<file path="config.mk">
export PLATFORM = sky130hd
export DESIGN_NAME = snand_lane_ctrl
export DESIGN_NICKNAME = d
export VERILOG_FILES = /design/src/rtl/snand_pkg.sv /design/src/rtl/snand_regs.sv /design/src/rtl/snand_clkgen.sv /design/src/rtl/snand_shifter.sv /design/src/rtl/snand_lane_ctrl.sv
export SDC_FILE = /design/constraint.sdc
export NUM_CORES = 1
export LEC_CHECK = 0
export BUFFER_PORTS_ARGS = -buffer_cell sky130_fd_sc_hd__buf_2
export CAP_MARGIN = 20
export CORE_ASPECT_RATIO = 0.9
export CORE_MARGIN = 2
export CORE_UTILIZATION = 63
export DETAILED_ROUTE_END_ITERATION = 12
export GPL_TIMING_DRIVEN = 0
export MAX_ROUTING_LAYER = met4
export PLACE_DENSITY = 0.86
export SYNTH_ARGS = -nofsm -noshare
export SYNTH_HDL_FRONTEND = slang
export SYNTH_SLANG_ARGS = --single-unit
</file>
<file path="constraint.sdc">
create_clock -name clk_i -period 6.6 [get_ports clk_i]
set_input_delay 0.66 -clock clk_i [delete_from_list [all_inputs] [get_ports clk_i]]
set_output_delay 0.66 -clock clk_i [all_outputs]
set_load 0.05 [all_outputs]
</file>
<file path="src/rtl/snand_pkg.sv">
package snand_pkg;
  localparam int unsigned WORD_W   = 32;
  localparam int unsigned BUSY_BIT = 3;
  localparam int unsigned LW_LSB   = 28;

  typedef enum logic [1:0] {LW_X1 = 2'd0, LW_X2 = 2'd1, LW_X4 = 2'd2, LW_X4B = 2'd3} lane_w_e;

  typedef struct packed {
    logic              rx;
    logic [1:0]        len_m1;
    lane_w_e           lw;
    logic [WORD_W-1:0] data;
  } xfer_t;

  // word index of each register
  localparam logic [3:0] REG_CSEL = 4'd0;
  localparam logic [3:0] REG_WCMD = 4'd1;
  localparam logic [3:0] REG_RCMD = 4'd2;
  localparam logic [3:0] REG_RDAT = 4'd3;
  localparam logic [3:0] REG_WDAT = 4'd4;
  localparam logic [3:0] REG_STAT = 4'd5;

  function automatic logic [1:0] lane_shift(lane_w_e w);
    case (w)
      LW_X1:   return 2'd0;
      LW_X2:   return 2'd1;
      default: return 2'd2;
    endcase
  endfunction
endpackage

</file>
<file path="src/rtl/snand_regs.sv">
module snand_regs
  import snand_pkg::*;
#(
  parameter int ADDR_W = 6,
  parameter int NUM_CS = 2
) (
  input  logic              clk_i,
  input  logic              rst_ni,
  input  logic              bus_req_i,
  input  logic              bus_we_i,
  input  logic [ADDR_W-1:0] bus_addr_i,
  input  logic [WORD_W-1:0] bus_wdata_i,
  output logic [WORD_W-1:0] bus_rdata_o,
  input  logic              busy_i,
  input  logic [WORD_W-1:0] rx_word_i,
  output logic [NUM_CS-1:0] cs_no,
  output logic              start_o,
  output xfer_t             xfer_o
);
  localparam int IDX_W = ADDR_W - 2;

  logic [WORD_W-1:0] csel_q;
  logic [1:0]        wlen_q;
  lane_w_e           wlw_q;
  logic [IDX_W-1:0]  idx;
  logic              wr_ok;

  assign idx   = bus_addr_i[ADDR_W-1:2];
  assign wr_ok = bus_req_i & bus_we_i & ~busy_i;

  always_ff @(posedge clk_i or negedge rst_ni) begin
    if (!rst_ni) begin
      csel_q <= '1;
      wlen_q <= 2'd0;
      wlw_q  <= LW_X1;
    end else if (wr_ok) begin
      if (idx == IDX_W'(REG_CSEL)) csel_q <= bus_wdata_i;
      if (idx == IDX_W'(REG_WCMD)) begin
        wlen_q <= bus_wdata_i[1:0];
        wlw_q  <= lane_w_e'(bus_wdata_i[LW_LSB+1:LW_LSB]);
      end
    end
  end

  assign start_o = wr_ok && (idx == IDX_W'(REG_WDAT) || idx == IDX_W'(REG_RCMD));

  always_comb begin
    if (idx == IDX_W'(REG_RCMD)) begin
      xfer_o.rx     = 1'b1;
      xfer_o.len_m1 = bus_wdata_i[1:0];
      xfer_o.lw     = lane_w_e'(bus_wdata_i[LW_LSB+1:LW_LSB]);
      xfer_o.data   = '0;
    end else begin
      xfer_o.rx     = 1'b0;
      xfer_o.len_m1 = wlen_q;
      xfer_o.lw     = wlw_q;
      xfer_o.data   = bus_wdata_i;
    end
  end

  generate
    for (genvar n = 0; n < NUM_CS; n++) begin : g_cs
      assign cs_no[n] = csel_q[4*n];
    end
  endgenerate

  always_comb begin
    bus_rdata_o = '0;
    case (idx)
      IDX_W'(REG_CSEL): bus_rdata_o = csel_q;
      IDX_W'(REG_WCMD): begin
        bus_rdata_o[1:0]               = wlen_q;
        bus_rdata_o[LW_LSB+1:LW_LSB]   = wlw_q;
      end
      IDX_W'(REG_RDAT): bus_rdata_o = rx_word_i;
      IDX_W'(REG_STAT): bus_rdata_o[BUSY_BIT] = busy_i;
      default:          bus_rdata_o = '0;
    endcase
  end
endmodule

</file>
<file path="src/rtl/snand_clkgen.sv">
module snand_clkgen #(
  parameter int HALF_DIV = 2
) (
  input  logic clk_i,
  input  logic rst_ni,
  input  logic en_i,
  output logic sck_o,
  output logic rise_o,
  output logic fall_o
);
  localparam int CNT_W = (HALF_DIV > 1) ? $clog2(HALF_DIV) : 1;

  logic [CNT_W-1:0] div_q;
  logic             sck_q;
  logic             wrap;

  assign wrap   = en_i && (div_q == CNT_W'(HALF_DIV - 1));
  assign rise_o = wrap && !sck_q;
  assign fall_o = wrap && sck_q;
  assign sck_o  = sck_q;

  always_ff @(posedge clk_i or negedge rst_ni) begin
    if (!rst_ni) begin
      div_q <= '0;
      sck_q <= 1'b0;
    end else if (!en_i) begin
      div_q <= '0;
      sck_q <= 1'b0;
    end else if (wrap) begin
      div_q <= '0;
      sck_q <= ~sck_q;
    end else begin
      div_q <= div_q + 1'b1;
    end
  end
endmodule

</file>
<file path="src/rtl/snand_shifter.sv">
module snand_shifter
  import snand_pkg::*;
#(
  parameter int LANES = 4
) (
  input  logic              clk_i,
  input  logic              rst_ni,
  input  logic              start_i,
  input  xfer_t             xfer_i,
  input  logic              rise_i,
  input  logic              fall_i,
  input  logic [LANES-1:0]  sio_i,
  output logic [LANES-1:0]  sio_o,
  output logic [LANES-1:0]  sio_oe_o,
  output logic              busy_o,
  output logic [WORD_W-1:0] rx_word_o
);
  logic [WORD_W-1:0] sh_q, sh_next, rxw_q;
  logic [5:0]        steps_q;
  logic [5:0]        steps_init;
  logic              busy_q, rx_q;
  lane_w_e           lw_q;
  logic [1:0]        len_q;
  logic [3:0]        samp_q, samp_d;
  int unsigned       nl;

  assign steps_init = {3'(xfer_i.len_m1) + 3'd1, 3'b000} >> lane_shift(xfer_i.lw);

  always_comb begin
    case (lw_q)
      LW_X1:   samp_d = {3'b000, sio_i[1]};
      LW_X2:   samp_d = {2'b00, sio_i[1:0]};
      default: samp_d = sio_i[3:0];
    endcase
    case (lw_q)
      LW_X1:   sh_next = {sh_q[WORD_W-2:0], samp_q[0]};
      LW_X2:   sh_next = {sh_q[WORD_W-3:0], samp_q[1:0]};
      default: sh_next = {sh_q[WORD_W-5:0], samp_q};
    endcase
  end

  always_ff @(posedge clk_i or negedge rst_ni) begin
    if (!rst_ni) begin
      sh_q    <= '0;
      rxw_q   <= '0;
      steps_q <= '0;
      busy_q  <= 1'b0;
      rx_q    <= 1'b0;
      lw_q    <= LW_X1;
      len_q   <= 2'd0;
      samp_q  <= '0;
    end else if (start_i && !busy_q) begin
      sh_q    <= xfer_i.data;
      steps_q <= steps_init;
      busy_q  <= 1'b1;
      rx_q    <= xfer_i.rx;
      lw_q    <= xfer_i.lw;
      len_q   <= xfer_i.len_m1;
      samp_q  <= '0;
    end else if (busy_q) begin
      if (rise_i) samp_q <= samp_d;
      if (fall_i) begin
        sh_q    <= sh_next;
        steps_q <= steps_q - 6'd1;
        if (steps_q == 6'd1) begin
          busy_q <= 1'b0;
          // left-align received bytes
          if (rx_q) rxw_q <= sh_next << {~len_q, 3'b000};
        end
      end
    end
  end

  always_comb begin
    case (lw_q)
      LW_X1:   nl = 1;
      LW_X2:   nl = 2;
      default: nl = 4;
    endcase
    sio_o    = '0;
    sio_oe_o = '0;
    for (int k = 0; k < LANES; k++) begin
      if (k < int'(nl)) begin
        sio_o[k]    = sh_q[WORD_W - nl + k];
        sio_oe_o[k] = busy_q && !rx_q;
      end
    end
  end

  assign busy_o    = busy_q;
  assign rx_word_o = rxw_q;
endmodule

</file>
<file path="src/rtl/snand_lane_ctrl.sv">
module snand_lane_ctrl
  import snand_pkg::*;
#(
  parameter int ADDR_W   = 6,
  parameter int NUM_CS   = 2,
  parameter int HALF_DIV = 2
) (
  input  logic              clk_i,
  input  logic              rst_ni,
  input  logic              bus_req_i,
  input  logic              bus_we_i,
  input  logic [ADDR_W-1:0] bus_addr_i,
  input  logic [31:0]       bus_wdata_i,
  output logic [31:0]       bus_rdata_o,
  output logic              sck_o,
  output logic [NUM_CS-1:0] cs_no,
  input  logic [3:0]        sio_i,
  output logic [3:0]        sio_o,
  output logic [3:0]        sio_oe_o
);
  logic              busy;
  logic              xfer_start;
  xfer_t             xfer;
  logic [WORD_W-1:0] rx_word;
  logic              sck_rise, sck_fall;

  snand_regs #(.ADDR_W(ADDR_W), .NUM_CS(NUM_CS)) u_regs (
    .clk_i       (clk_i),
    .rst_ni      (rst_ni),
    .bus_req_i   (bus_req_i),
    .bus_we_i    (bus_we_i),
    .bus_addr_i  (bus_addr_i),
    .bus_wdata_i (bus_wdata_i),
    .bus_rdata_o (bus_rdata_o),
    .busy_i      (busy),
    .rx_word_i   (rx_word),
    .cs_no       (cs_no),
    .start_o     (xfer_start),
    .xfer_o      (xfer)
  );

  snand_clkgen #(.HALF_DIV(HALF_DIV)) u_clkgen (
    .clk_i  (clk_i),
    .rst_ni (rst_ni),
    .en_i   (busy),
    .sck_o  (sck_o),
    .rise_o (sck_rise),
    .fall_o (sck_fall)
  );

  snand_shifter #(.LANES(4)) u_shift (
    .clk_i     (clk_i),
    .rst_ni    (rst_ni),
    .start_i   (xfer_start),
    .xfer_i    (xfer),
    .rise_i    (sck_rise),
    .fall_i    (sck_fall),
    .sio_i     (sio_i),
    .sio_o     (sio_o),
    .sio_oe_o  (sio_oe_o),
    .busy_o    (busy),
    .rx_word_o (rx_word)
  );
endmodule

</file>
# == After elaboration in Yosys (flattened, before gate mapping) ==
# Index checks and enable logic that the tools add are counted.
# word_totals
elab_cells,110
inputBits,46
out_inout_bits,43
ff_bits,118
# op_classes
n_shift,2
n_bitwise,6
n_addsub,7
eq_ne,9
n_mux,44
n_reduce_logical,21
n_lt_le_gt_ge,8
# ops
cell,n
$lt 32x6->1 const B,4
$mux 32,3
$add 32x2->32 const B,2
$pmux 32 s2,1
$pmux 24 s2,1
$mux 37,1
$add 32x1->32 const B,1
$shl 32x5->32,1
$bmux 1 s5,4
$mux 1,20
$mux 6,3
$mux 4,3
$pmux 2 s3,2
$eq 4x2->1 const B,2
$eq 4x3->1 const B,2
$pmux 2 s2,2
$pmux 4 s2,1
$reduce_and 2->1,4
$sub 6x3->7 const A,1
$eq 6x1->1 const B,1
$logic_and 1x1->1,6
$lt 1x3->1 const A,2
$lt 2x3->1 const A,2
$pmux 3 s2,1
18 further kinds,27

# == Longest topological paths before layout ==
# depth
ltp_word,7
depth_mapped,11
ltp_nobuf,8

# == Cells and area by module ==
# A second synthesis with hierarchy kept.
# unflattened
cells_unflattened,721
area_unflattened_um2,6745.2
# by_module_without_submodules
module,n_inst,cells_per_inst,seq_area_each_um2,area_per_inst_um2
snand_shifter,1,540,2001.9,4535.6
snand_regs,1,173,940.9,2120.8
snand_clkgen,1,8,50.0,88.8

# == Worst setup path after synthesis ==
# OpenSTA, ideal clock, no wires.
# synth_path
path_kind,flip-flop to output port
from,register u_shift.lw_q[0]
to,output port sio_o[0]
arrival_time_ps,3176
path_buffers,4
stages_incl_launch_ff,12
path_slack_ps,2764
required_ps,5940
path_cell_list,dfrtp_1 buf_4 nor2b_1 inv_1 ha_1 buf_2 buf_1 clkbuf_1 inv_1 ha_1 mux4_2 mux4_2
# synth_via
elab_chain_len,6
word_cells_on_any_way,8
classes_between,1 x add/sub; 1 x order compare; 1 x eq/ne; 4 x mux; 1 x reduce/logical
# synth_lines
element,line,rtl
start: declaration,snand_shifter.sv:22,lane_w_e lw_q;
start signal: assignment,snand_shifter.sv:57,lw_q <= xfer_i.lw;
$eq 2x1->1 / $logic_not 2->1 (equally long branches),snand_shifter.sv:75,case (lw_q)
$pmux 3 s2 (*),snand_shifter.sv:75,
$sub 6x3->7,snand_shifter.sv:84,sio_o[k] = sh_q[WORD_W - nl + k];
$bmux 1 s5,snand_shifter.sv:84,
$mux 1 (not written as such),snand_shifter.sv:84,
$mux 1 (*),snand_shifter.sv:83,if (k < int'(nl)) begin
end: declaration,snand_lane_ctrl.sv:18,"output logic [3:0] sio_o,"
# Mark *: on every way between the ends. The rest lies on a longest branch, timed or not. The select of a mux whose other input is x is not followed.

# == Worst setup path after layout ==
# Ends and elaborated chain as after synthesis.

==> impl_metrics.toml <==
[floorplan]
start_util = 0.654
die_w_um = 113
io_pins = 89
core-area_um2 = 10300
dieArea_um2 = 11600
die_y_um = 102
fp-row-count = 35

[sta]
worstMarginPinSlew_ns = 0.827
tns_ns = 0
max_freq_mhz = 191
finalSetupViolations = 0
hold_viol_final = 0
relSlewSlack = 0.444
min_period_ns = 5.22
rsz0062_at_grt = "no"
finalClockSkew_ns = 0.00718
slew_violations = 0
fin_crit_sh = 0.791

[power]
power_density_nw_per_um2 = 456
clkPwrFrac = 0.268
pwr-share-comb = 0.419
vdd_drop_max_mv = 0.351
power_leakage_nw = 3.57
internal_power_mw = 2.13
seqPwrFrac = 0.312
power_switching_mw = 1.51
p_sw_frac = 0.414
power_mw = 3.64

[clock_tree]
h-tree-depth = 4
cts_buffers = 17
post-cts-setup-buffers = 0
cts-hold-fix-buffers = 0
numClockSinks = 118
clkLatencyLatePin_ns = 0.42
cts_max_path_buffers = 2
ctsResizeCount = 0
root_buffer = "clkbuf_16"
tritoncts = "done"
path_clk_slew_ns = 0.06

[job]
drv_cap = 0

[worst_setup_path]
start_kind = "flop"
end_kind = "output port"
critical_path_arrival_ns = 4.56
cp.required_ns = 5.94
crit_type = "flop to output port"
crit_path_max_fanout = 10

[global_route]
track_usage = 0.422
grt_overflow_total = 0
antenna_found_initial = 0
grt_pass1_wl_mm = 34.7
grt_pass1_vias = 5928
grt_max_degree = 76

[synthesis]
synth_seq_cells = 118
synth_area_um2 = 6760
synth_cell_types = 65
synth_mux_area_frac = 0.164
yosysWarnings = 0
dominantRegCellSynth = "dfrtp_1"
synthSimpleGateAreaFrac = 0.101
synth.avg_cell_area_um2 = 10.7
synthArstFlopShare = 1.00
synth_compound_area_frac = 0.220
syn_nets = 682
synth-xor-area-share = 0.00778
syn_inst = 630
yosysSeqAreaShare = 0.443
synth_edf_count = 0
synth_top_family_by_area = "compound AO/OA/AOI/OAI gates"
synthAdderAreaFrac = 0.0111

[drt]
drt_iter0_drc = 868
viasPerCell = 7.03
antenna_left = 0
vias = 6155
post-route-drc-count = 3
wl_per_cell_um = 26.0
drt_wl_total_mm = 22.8
drtPass1Iterations = 13

[status]
run_status = "finished with violations"
failed_checks = "design-rule violations"

[final_layout]
layout.nets = 786
insertedDiodeCount = 0
syn_to_final_growth_pct = 18.2
fin_area_um2 = 7980
layout-drive-gt1-share = 0.303
fin_util = 0.773
fillers = 688

[placement]
place_hpwl_mm = 16.3
dpl_cell_area_um2 = 7370
io_buffers = 84
routabilityCongestion = 1.02

[worst_hold_path]
hp-class = "input pin to async pin"
-- state kept, by name (all words and copies together), names as in the netlist --
name,cells
u_regs.wlw_q,2
u_shift.samp_q,4
u_shift.lw_q,2
u_clkgen.div_q,1
u_shift.len_q,2
u_regs.wlen_q,2
u_shift.steps_q,6
u_regs.csel_q,32
u_clkgen.sck_o,1
u_shift.rx_word_o,32
u_shift.busy_o,1
u_shift.sh_q,32
u_shift.rx_q,1
-- cell usage in the layout, fill, tap and decap left out, types with 4 or more instances in the layout --
cell       Yosys  layout
a21oi_1       11      11
a22o_1        28      28
a22oi_1       50      50
a2bb2oi_1      6       6
a31oi_1        8       8
and2_1         4       4
buf_2         12      95
buf_4          6       7
buf_6         11      11
bufinv_16      0       4
clkbuf_1      22      25
clkbuf_16      0      17
dfrtp_1       86      86
dfstp_2       32      32
ha_1           6       6
inv_1         10      10
mux2_1        31      31
mux2_2        31      31
mux2i_1       25      25
mux4_2         7       7
nand2_1       63      63
nand3_1        5       5
nor2_1        21      21
nor2b_1        6       6
nor3_1         6       6
o2111ai_1      6       6
o211ai_1      10      10
o21ai_0       52      52
o21ai_1        4       4
o22a_1         5       5
o22ai_1        8       8
o31ai_1        8       8
xnor2_1        4       4
-- cells by family (layout without fill, tap and decap cells) --
family,after synthesis,after routing
buf+inv,65,182
compound gates,211,211
xor+xnor,6,6
mux,94,94
flops,118,118
simple gates,130,130
fa+ha+maj,6,6
-- cells in the mapped netlist (3+ instances only) --
| master | n | area share |
|---|---|---|
| buf_1 | 3 | 0.0017 |
| nand2b_1 | 3 | 0.0028 |
| o21ai_0 | 52 | 0.039 |
| nand3_1 | 5 | 0.0037 |
| buf_6 | 11 | 0.018 |
| inv_1 | 10 | 0.0056 |
| nand2_1 | 63 | 0.035 |
| mux2i_1 | 25 | 0.037 |
| buf_2 | 12 | 0.0089 |
| o22ai_1 | 8 | 0.0074 |
| a22oi_1 | 50 | 0.056 |
| o211ai_1 | 10 | 0.011 |
| a2bb2oi_1 | 6 | 0.0078 |
| buf_4 | 6 | 0.0067 |
| a22o_1 | 28 | 0.036 |
| dfrtp_1 | 86 | 0.32 |
| o22a_1 | 5 | 0.0065 |
| a31oi_1 | 8 | 0.0074 |
| a21oi_1 | 11 | 0.0081 |
| mux4_2 | 7 | 0.023 |
| nor2_1 | 21 | 0.012 |
| nor3_1 | 6 | 0.0044 |
| nor3b_1 | 3 | 0.0033 |
| clkbuf_1 | 22 | 0.012 |
| dfstp_2 | 32 | 0.12 |
| o31ai_1 | 8 | 0.0089 |
| mux2_1 | 31 | 0.052 |
| nor2b_1 | 6 | 0.0056 |
| o21ai_1 | 4 | 0.0030 |
| o2111ai_1 | 6 | 0.0078 |
| and2_1 | 4 | 0.0037 |
| ha_1 | 6 | 0.011 |
| xnor2_1 | 4 | 0.0052 |
| mux2_2 | 31 | 0.052 |
-- layer usage --
metal	wire (µm)	up-vias	share of wire	track usage
met1	9070	3027	0.40	0.560
met3	2580	92	0.11	0.0961
met5	0	-	0	-
met2	10300	450	0.45	0.630
li1	-	2586	-	-
met4	874	0	0.038	0.178
-- worst max-delay path, cell delays in order (launching register included) --
cell and delay, ns:
dfrtp_1 0.35, buf_4 0.18, nor2b_1 0.21, inv_1 0.11, ha_1 0.14, buf_2 0.24
buf_1 0.53, clkbuf_1 0.49, inv_1 0.13, ha_1 0.48, mux4_2 0.55, mux4_2 0.48
buf_2 0.23
-- power by group through the flow --
stage / registers (mW) / logic [mW] / clock network (mW)
6_report: 1.14 / 1.53 / 0.977
5_1_grt: 1.15 / 1.62 / 1.00
4_1_cts: 1.12 / 1.49 / 0.974
3_5_place_dp: 1.13 / 1.47 / 0
3_3_place_gp: 1.12 / 1.44 / 0
2_1_floorplan: 1.07 / 1.05 / 0
-- path summary, 6_finish.rpt --
kind	from	end	slack [ns]	cells past startpoint
max in group asynchronous	rst_ni	u_regs.csel_q[12]	5.56	2
worst max-delay path	u_shift.lw_q[0]	sio_o[0]	1.38	12
worst min-delay path	rst_ni	u_shift.steps_q[3]	0.22	1
min in group clk_i	bus_wdata_i[30]	u_regs.csel_q[30]	0.48	2
worst min register to register	u_shift.rx_word_o[31]	u_shift.rx_word_o[31]	0.49	2
worst max register to register	u_shift.lw_q[0]	u_shift.rx_word_o[29]	3.46	11
-- final cells by class --
type                       instances  area [µm²]  share of cell area
sequential                       118        2990               0.375
buffer                            54         323              0.0404
tap                              129         161              0.0202
timing repair buffer              85         450              0.0564
clock inverter                    12         179              0.0224
inverter                          11        41.3             0.00517
multi-input combinational        447        3400               0.426
clock buffer                      20         437              0.0547
-- stage by stage --
| stage | setup slack, ns | std cells | hold slack (ns) |
|---|---|---|---|
| global route | 1.22 | 876 | 0.272 |
| floorplan | 2.76 | 630 | 0.364 |
| detailed placement | 1.96 | 844 | 0.473 |
| CTS | 1.48 | 876 | 0.252 |
| global placement | 1.96 | 843 | 0.460 |
| finish | 1.38 | 876 | 0.224 |
(Power assumes the default switching activity.)
